<file path="src/rtl/fuq_pkg.sv">
package fuq_pkg;
   localparam int NUM_UNITS = 4;
   localparam int NUM_SRC   = NUM_UNITS + 3;
   localparam int SEL_W     = $clog2(NUM_SRC + 1);

   localparam int SRC_EXT  = 0;
   localparam int SRC_ZERO = 1;
   localparam int SRC_ONE  = 2;
   localparam int SRC_REG0 = 3;

   typedef enum logic [1:0] {
      U0_SHL = 2'b00,
      U0_XOR = 2'b01,
      U0_EQ  = 2'b10,
      U0_RSV = 2'b11
   } u0_op_e;

   typedef enum int {
      KIND_ADD = 1,
      KIND_SUB = 2,
      KIND_MUL = 3
   } unit_kind_e;
endpackage

</file>
<file path="src/rtl/fuq_operand_sel.sv">
module fuq_operand_sel #(
   parameter int DW    = 16,
   parameter int NSRC  = 7,
   parameter int SEL_W = 3
) (
   input  logic [NSRC*DW-1:0] pool,
   input  logic [SEL_W-1:0]   sel,
   output logic [DW-1:0]      data,
   output logic               bad
);
   initial begin
      a_sel_fits : assert ((1 << SEL_W) >= NSRC) else $error("select width too small");
   end

   always_comb begin
      data = '0;
      bad  = 1'b1;
      for (int i = 0; i < NSRC; i++) begin
         if (sel == SEL_W'(i)) begin
            data = pool[i*DW +: DW];
            bad  = 1'b0;
         end
      end
   end
endmodule

</file>
<file path="src/rtl/fuq_cfg_unit.sv">
module fuq_cfg_unit
   import fuq_pkg::*;
#(
   parameter int DW = 16
) (
   input  logic [DW-1:0] a,
   input  logic [DW-1:0] b,
   input  u0_op_e        op,
   output logic [DW-1:0] y
);
   localparam int SHW = $clog2(DW);

   initial begin
      a_dw_pow2 : assert ((1 << SHW) == DW) else $error("unit 0 width must be a power of two");
   end

   always_comb begin
      unique case (op)
         U0_SHL:  y = (b >= DW[DW-1:0] || DW < 2) ? '0 : (a << b[SHW-1:0]);
         U0_XOR:  y = a ^ b;
         U0_EQ:   y = {{(DW-1){1'b0}}, (a == b)};
         default: y = '0;
      endcase
   end
endmodule

</file>
<file path="src/rtl/fuq_fixed_unit.sv">
module fuq_fixed_unit
   import fuq_pkg::*;
#(
   parameter int DW   = 16,
   parameter int KIND = KIND_ADD
) (
   input  logic [DW-1:0] a,
   input  logic [DW-1:0] b,
   output logic [DW-1:0] y
);
   generate
      if (KIND == KIND_ADD) begin : g_add
         assign y = a + b;
      end else if (KIND == KIND_SUB) begin : g_sub
         assign y = a - b;
      end else if (KIND == KIND_MUL) begin : g_mul
         assign y = a * b;
      end else begin : g_bad
         assign y = '0;
         initial begin
            a_kind_known : assert (0) else $error("unknown unit kind");
         end
      end
   endgenerate
endmodule

</file>
<file path="src/rtl/fuq_datapath.sv">
module fuq_datapath
   import fuq_pkg::*;
#(
   parameter int DW = 16
) (
   input  logic                             clk,
   input  logic                             rst,
   input  logic                             in_valid,
   input  logic [DW-1:0]                    in_sample,
   input  logic [1:0]                       in_op,
   input  logic [NUM_UNITS*2*SEL_W-1:0]     in_addr,
   output logic [DW-1:0]                    out_result,
   output logic                             out_addr_err
);
   localparam int PAIR_W = 2 * SEL_W;

   initial begin
      a_dw_range : assert (DW >= 4 && DW <= 64) else $error("data width out of range");
   end

   logic [DW-1:0]            q   [NUM_UNITS];
   logic [DW-1:0]            res [NUM_UNITS];
   logic [NUM_SRC*DW-1:0]    pool;
   logic [2*NUM_UNITS-1:0]   bad_v;
   logic                     err_q;

   always_comb begin
      pool = '0;
      pool[SRC_EXT*DW  +: DW] = in_sample;
      pool[SRC_ZERO*DW +: DW] = '0;
      pool[SRC_ONE*DW  +: DW] = DW'(1);
      for (int k = 0; k < NUM_UNITS; k++)
         pool[(SRC_REG0+k)*DW +: DW] = q[k];
   end

   for (genvar k = 0; k < NUM_UNITS; k++) begin : g_unit
      logic [DW-1:0] opa, opb;
      logic [PAIR_W-1:0] pair;
      assign pair = in_addr[k*PAIR_W +: PAIR_W];

      fuq_operand_sel #(.DW(DW), .NSRC(NUM_SRC), .SEL_W(SEL_W)) u_sel_a (
         .pool(pool), .sel(pair[SEL_W-1:0]), .data(opa), .bad(bad_v[2*k]));
      fuq_operand_sel #(.DW(DW), .NSRC(NUM_SRC), .SEL_W(SEL_W)) u_sel_b (
         .pool(pool), .sel(pair[PAIR_W-1:SEL_W]), .data(opb), .bad(bad_v[2*k+1]));

      if (k == 0) begin : g_cfg
         fuq_cfg_unit #(.DW(DW)) u_fu (
            .a(opa), .b(opb), .op(u0_op_e'(in_op)), .y(res[k]));
      end else begin : g_fix
         fuq_fixed_unit #(.DW(DW), .KIND(k)) u_fu (
            .a(opa), .b(opb), .y(res[k]));
      end
   end

   always_ff @(posedge clk) begin
      if (rst) begin
         for (int k = 0; k < NUM_UNITS; k++) q[k] <= '0;
         err_q <= 1'b0;
      end else if (in_valid) begin
         for (int k = 0; k < NUM_UNITS; k++) q[k] <= res[k];
         err_q <= err_q | (|bad_v);
      end
   end

   assign out_result   = q[NUM_UNITS-1];
   assign out_addr_err = err_q;

   // reset clears output and flag
   p_reset_clear_r1 : assert property (@(posedge clk)
      rst |=> (out_result == '0 && !out_addr_err));

   // output carries the unit 3 result of the last qualified edge
   p_out_lag_r2 : assert property (@(posedge clk) disable iff (rst)
      in_valid |=> out_result == $past(res[NUM_UNITS-1]));

   // equal opcode yields only 0 or 1
   p_eq_bool_r8 : assert property (@(posedge clk) disable iff (rst)
      (in_valid && in_op == U0_EQ) |=> (q[0] <= DW'(1)));

   // reserved opcode yields zero
   p_rsv_zero_r9 : assert property (@(posedge clk) disable iff (rst)
      (in_valid && in_op == U0_RSV) |=> q[0] == '0);

   // error flag is sticky
   p_err_sticky_r10 : assert property (@(posedge clk) disable iff (rst)
      out_addr_err |=> out_addr_err);

   // unqualified cycles change nothing
   p_hold_r11 : assert property (@(posedge clk) disable iff (rst)
      !in_valid |=> ($stable(out_result) && $stable(out_addr_err)));
endmodule

</file>
<file path="config.mk">
export PLATFORM = sky130hd
export DESIGN_NAME = fuq_datapath
export DESIGN_NICKNAME = d
export VERILOG_FILES = /design/src/rtl/fuq_pkg.sv /design/src/rtl/fuq_operand_sel.sv /design/src/rtl/fuq_cfg_unit.sv /design/src/rtl/fuq_fixed_unit.sv /design/src/rtl/fuq_datapath.sv
export SDC_FILE = /design/constraint.sdc
export NUM_CORES = 1
export LEC_CHECK = 0
export ABC_AREA = 1
export BUFFER_PORTS_ARGS = -buffer_cell sky130_fd_sc_hd__buf_2
export CAP_MARGIN = 20
export CORE_UTILIZATION = 50
export DETAILED_ROUTE_END_ITERATION = 8
export PLACE_DENSITY = 0.67
export SKIP_CTS_REPAIR_TIMING = 1
export SYNTH_ARGS = -nofsm -noshare
export SYNTH_HDL_FRONTEND = slang
export SYNTH_SLANG_ARGS = --single-unit
</file>
<file path="constraint.sdc">
create_clock -name clk -period 8.08 [get_ports clk]
set_input_delay 0.808 -clock clk [delete_from_list [all_inputs] [get_ports clk]]
set_output_delay 0.808 -clock clk [all_outputs]
set_load 0.005 [all_outputs]
</file>
# == Word level (Yosys, flattened, before mapping) ==
# Memories as Yosys holds them, arrays and structs flattened.
# Cells that the tools add are included.
# op_classes
bitwise_logic,6
n_lt_le_gt_ge,1
n_reduce_logical,10
addsub,2
shifts,1
muxes,123
eq_ne,51
multipliers,1
# op_table
cell,count
16-bit 2-to-1 mux,61
"3-bit equality test, second input constant",24
1-bit 2-to-1 mux,61
"3-bit by 2-bit equality test with 1-bit output, second input constant",16
16-bit one-hot mux with 3 select lines,1
"3-bit by 1-bit equality test with 1-bit output, second input constant",8
3-bit zero test,8
16-bit adder,1
16-bit equality test,1
"16-bit by 5-bit greater-or-equal comparator with 1-bit output, second input constant",1
16-bit by 16-bit multiplier with 16-bit output,1
16-bit by 4-bit << shifter with 16-bit output,1
16-bit subtractor,1
16-bit XOR,1
8-bit OR reduction,1
1-bit bitwise OR,5
"2-bit by 1-bit equality test with 1-bit output, second input constant",1
"2-bit equality test, second input constant",1
2-bit zero test,1
# totals
word_cells,197
mem_count,1
mem_bits_rw,64
register_bits,1
inputBits,45
out_inout_bits,17
# memory_table
memory,depth,width,rd,rd_ports_with_merged_regs,wr,line_no,text
q,4,16,4,0,4,fuq_datapath.sv:21,logic [DW-1:0] q [NUM_UNITS];

# == Logic depth before layout (Yosys ltp) ==
# depth
ltp_word,12
mapped_depth,34

# == By module ==
# From an unflattened synthesis, not the netlist that was laid out.
# hier_totals
cells_unflattened,3053
area_unflattened_um2,18138.6
# by_module_without_submodules
mod,cells_each,n_inst,area_per_inst_um2
fuq_operand_sel,201,8,1004.7
fuq_fixed_unit at g_unit[3].g_fix.u_fu,628,1,4292.9
fuq_datapath,231,1,2686.3
fuq_cfg_unit,214,1,1218.7
fuq_fixed_unit at g_unit[2].g_fix.u_fu,196,1,972.2
fuq_fixed_unit at g_unit[1].g_fix.u_fu,176,1,930.9

# == Worst setup path after synthesis ==
# No wires, ideal clock.
# synth_path
path_kind,input to register
startpoint,input in_addr[22]
endpoint,memory q[3][15] (data pin)
cell_stages,31
arrival_time_ps,6204
n_path_buf,2
setup_slack_ps,1607
setup_time_ps,269
cell_sequence,buf_6 > inv_2 > nand2_1 > nor2_2 > inv_1 > o21ai_0 > o221ai_2 > clkbuf_1 > nand2_1 > inv_1 > fa_1 > inv_1 > fa_1 > inv_1 > fa_1 > fa_1 > inv_1 > fa_1 > fa_1 > inv_1 > ha_1 > nand2_1 > nor2_1 > nand2_1 > o211ai_1 > a31oi_1 > inv_1 > nand3_1 > nand2_1 > nand2_1 > a21oi_2
# synth_lines
item,line_no,text
start: declaration,fuq_datapath.sv:11,"input logic [NUM_UNITS*2*SEL_W-1:0] in_addr,"
end: declaration,fuq_datapath.sv:21,

==> impl_metrics.csv <==
group,metric,value,unit
run_status,status,"finished, final reports clean",
worst_setup_path,crit_family,"adder cells",
pwr,power.total,2.111,mW
sta,tns,0,ns
pwr,p_int,1.025,mW
global_routing,grt_max_degree,65,
clock_network,h-tree-depth,3,
pwr,power_density,150.7,mW/mm^2
cells_and_area,final_common_cell,"nand2_1",
global_routing,grt_usage,0.4275,
synth,synth-edff-count,64,
worst_setup_path,required,8.15,ns
synth,synthArstFlopShare,0,
synth,ys_seq_elements,65,
synth,syn_nets,2250,
clock_network,cts_buffers,9,
sta,holdWs,0.4865,ns
run,max_cap_viol_count,0,
placement,io_buffers,61,
worst_setup_path,worstPathArrival,7.39,ns
drt,drt_iter0_drc,2170,
pwr,p_leak,6.873,nW
clock_network,cts-root-buf,"clkbuf_16",
sta,hold_violations,0,
worst_setup_path,path_buf_inv,10,
synth,synthCells,2043,
placement,gp_congestion,1.062,
sta,setup_violations,0,
sta,min_period,7.311,ns
clock_network,cts_buffer_depth,2,
drt,drt-total-wl,57580,um
worst_setup_path,start_kind,"primary input",
global_routing,grt_pass1_wl,85310,um
clock_network,clk_latency,0.36,ns
sta,fmax,136.8,MHz
synth,netlist_area,0.01328,mm^2
floorplan,start_util,0.5094,
drt,drc_errors,0,
sta,slew_violations,0,
sta,clock_skew,0.02124,ns
worst_setup_path,crit_type,"in2reg",
worst_setup_path,slowest_delay,0.54,ns
placement,dpl.hpwl,44830,um
worst_setup_path,cp_common_cell,"inv_1",
sta,rsz0062_at_grt,"no",
cells_and_area,area_delta_synth_final,5.466,%
clock_network,clk_pin_slew,0.07,ns
sta,fin_crit_sh,0.9048,
pwr,p_seq_frac,0.269,
global_routing,grt_pass1_vias,13937,
floorplan,io_pins,62,
placement,dpl_cell_area,0.01371,mm^2
pwr,switchingPower,1.086,mW
floorplan,dieArea,0.02721,mm^2
drt,wl_per_cell,24.05,um
global_routing,overflow,0,
pwr,swShare,0.5143,
worst_setup_path,cp-end-kind,"flop",
sta,tightest_slew,0.9863,ns
synth,synthDistinctLibCells,55,
drt,via_per_inst,6.367,
cells_and_area,fin_cells,2394,
cells_and_area,layout-drive-gt1-share,0.08123,
drt,vias,15243,
cells_and_area,final_cell_mix,"471 x nand2_1, 360 x inv_1, 160 x nor2_1",
global_routing,antenna_found_initial,1,
synth,avgSynthCellArea,6.498,um^2
placement,dp_cells,2376,
floorplan,num_rows,59,
sta,slew_headroom,0.3425,
floorplan,core,0.02606,mm^2
clock_network,cts_tree,"done",
synth,yosysWarnings,0,
worst_setup_path,path_max_fanout,10,
drt,antenna_left,0,
floorplan,die_y,164.9,um
pwr,vdd_drop_max,126.5,uV
pwr,power_frac_clock,0.197,
cells_and_area,final_area,0.01400,mm^2
floorplan,die_width,164.9,um
synth,synth_seq_area_share,0.1463,
min_path,worstHoldPathType,"reg2reg",
drt,dr.pass1.iters,6,
worst_setup_path,slowest_stage,"fa_1",
cells_and_area,final_nets,2259,
pwr,combPwrFrac,0.534,
synth,ys.flop_type,"edfxtp_1",
clock_network,cts_num_sinks,65,
## layer usage
layer	share of wire	routed length, um	global-route usage	vias up
li1	-	-	-	6817
met1	0.42	24040	0.6056	7209
met2	0.41	23620	0.6133	1037
met3	0.13	7372	0.1077	180
met4	0.044	2548	0.1756	0
met5	0	0	0	-
## flip-flops by register name, summed over array words and instances, names as in the netlist
| name | count |
|---|---|
| out_addr_err | 1 |
| q | 64 |
## stage by stage
step / util / worst slack [ns]
global placement: 0.5260 / 0.6161
detailed placement: 0.5260 / 0.5435
CTS: 0.5370 / 0.8989
floorplan: - / 1.607
global route: 0.5370 / 0.3934
finish: 0.5373 / 0.7694
## synthesized netlist by cell type (2+ instances only)
| cell | number | area (um^2) |
|---|---|---|
| nand3_2 | 7 | 70.07 |
| o21bai_1 | 4 | 30.03 |
| mux2i_1 | 2 | 20.02 |
| o21ai_1 | 15 | 75.07 |
| nor3_4 | 2 | 32.53 |
| nor2_1 | 161 | 604.3 |
| buf_6 | 6 | 67.56 |
| a31oi_1 | 10 | 62.56 |
| a221oi_1 | 3 | 26.28 |
| nor3_1 | 18 | 90.09 |
| clkinv_1 | 2 | 7.510 |
| o211ai_2 | 3 | 37.54 |
| edfxtp_1 | 64 | 1922 |
| nand2_1 | 471 | 1768 |
| o21ai_0 | 135 | 675.7 |
| a21oi_1 | 138 | 690.7 |
| nand4_1 | 18 | 112.6 |
| buf_2 | 17 | 85.08 |
| inv_1 | 361 | 1355 |
| a22oi_1 | 4 | 30.03 |
| nor2_4 | 5 | 56.30 |
| inv_2 | 14 | 52.55 |
| o21a_1 | 8 | 60.06 |
| fa_1 | 82 | 1642 |
| xor2_1 | 7 | 61.31 |
| nand3_4 | 2 | 35.03 |
| buf_4 | 20 | 150.1 |
| o211ai_1 | 10 | 75.07 |
| clkbuf_1 | 41 | 153.9 |
| nand3_1 | 120 | 600.6 |
| ha_1 | 80 | 1001 |
| o2111ai_1 | 2 | 17.52 |
| or2_2 | 6 | 37.54 |
| a21o_1 | 3 | 22.52 |
| o221ai_1 | 62 | 543.0 |
| o22ai_1 | 83 | 519.3 |
| nand3b_1 | 5 | 37.54 |
| nor2_2 | 11 | 68.82 |
| nand2_2 | 9 | 56.30 |
| nand2_4 | 2 | 22.52 |
| and2_1 | 2 | 12.51 |
| xnor2_1 | 15 | 131.4 |
## power by group through the flow
stage               combinational (mW)  clock (mW)  sequential [mW]
floorplan                        0.798           0            0.473
global placement                  1.07           0            0.560
detailed placement                1.09           0            0.559
CTS                               1.10       0.417            0.553
global route                      1.26       0.428            0.558
finish                            1.13       0.416            0.567
## final cells by class
cell class,instances,area (um^2)
Inverter,378,1421
Fill cell,2705,12060
Sequential cell,65,1942
Clock inverter,5,57.56
Clock buffer,10,229.0
Timing Repair Buffer,83,470.5
Tap cell,335,419.2
Antenna cell,3,7.507
Multi-Input combinational cell,1515,9454
## worst min-delay path, stage by stage, from the launching register on
cell	delay, ns
dfxtp_1	0.34
a21oi_1	0.05
nor2_1	0.07
## path summary, 6_finish.rpt
path | start | endpoint | slack (ns) | depth (start not counted)
max | in_addr[22] | q[3][15] | 0.77 | 31
min reg2reg | out_addr_err | out_addr_err | 0.49 | 2
min | out_addr_err | out_addr_err | 0.49 | 2
max reg2reg | q[1][4] | q[3][15] | 1.45 | 26
## logic make-up after synthesis
family	share of synthesized area
buffers and inverters	0.1418
DFF	0.1463
xor gates and xnor gates	0.01452
adders and majority gates	0.1991
muxes	0.001508
and+or+nand+nor	0.2747
AOI/OAI and AO/OA	0.2222
(Power assumes the default switching activity.)
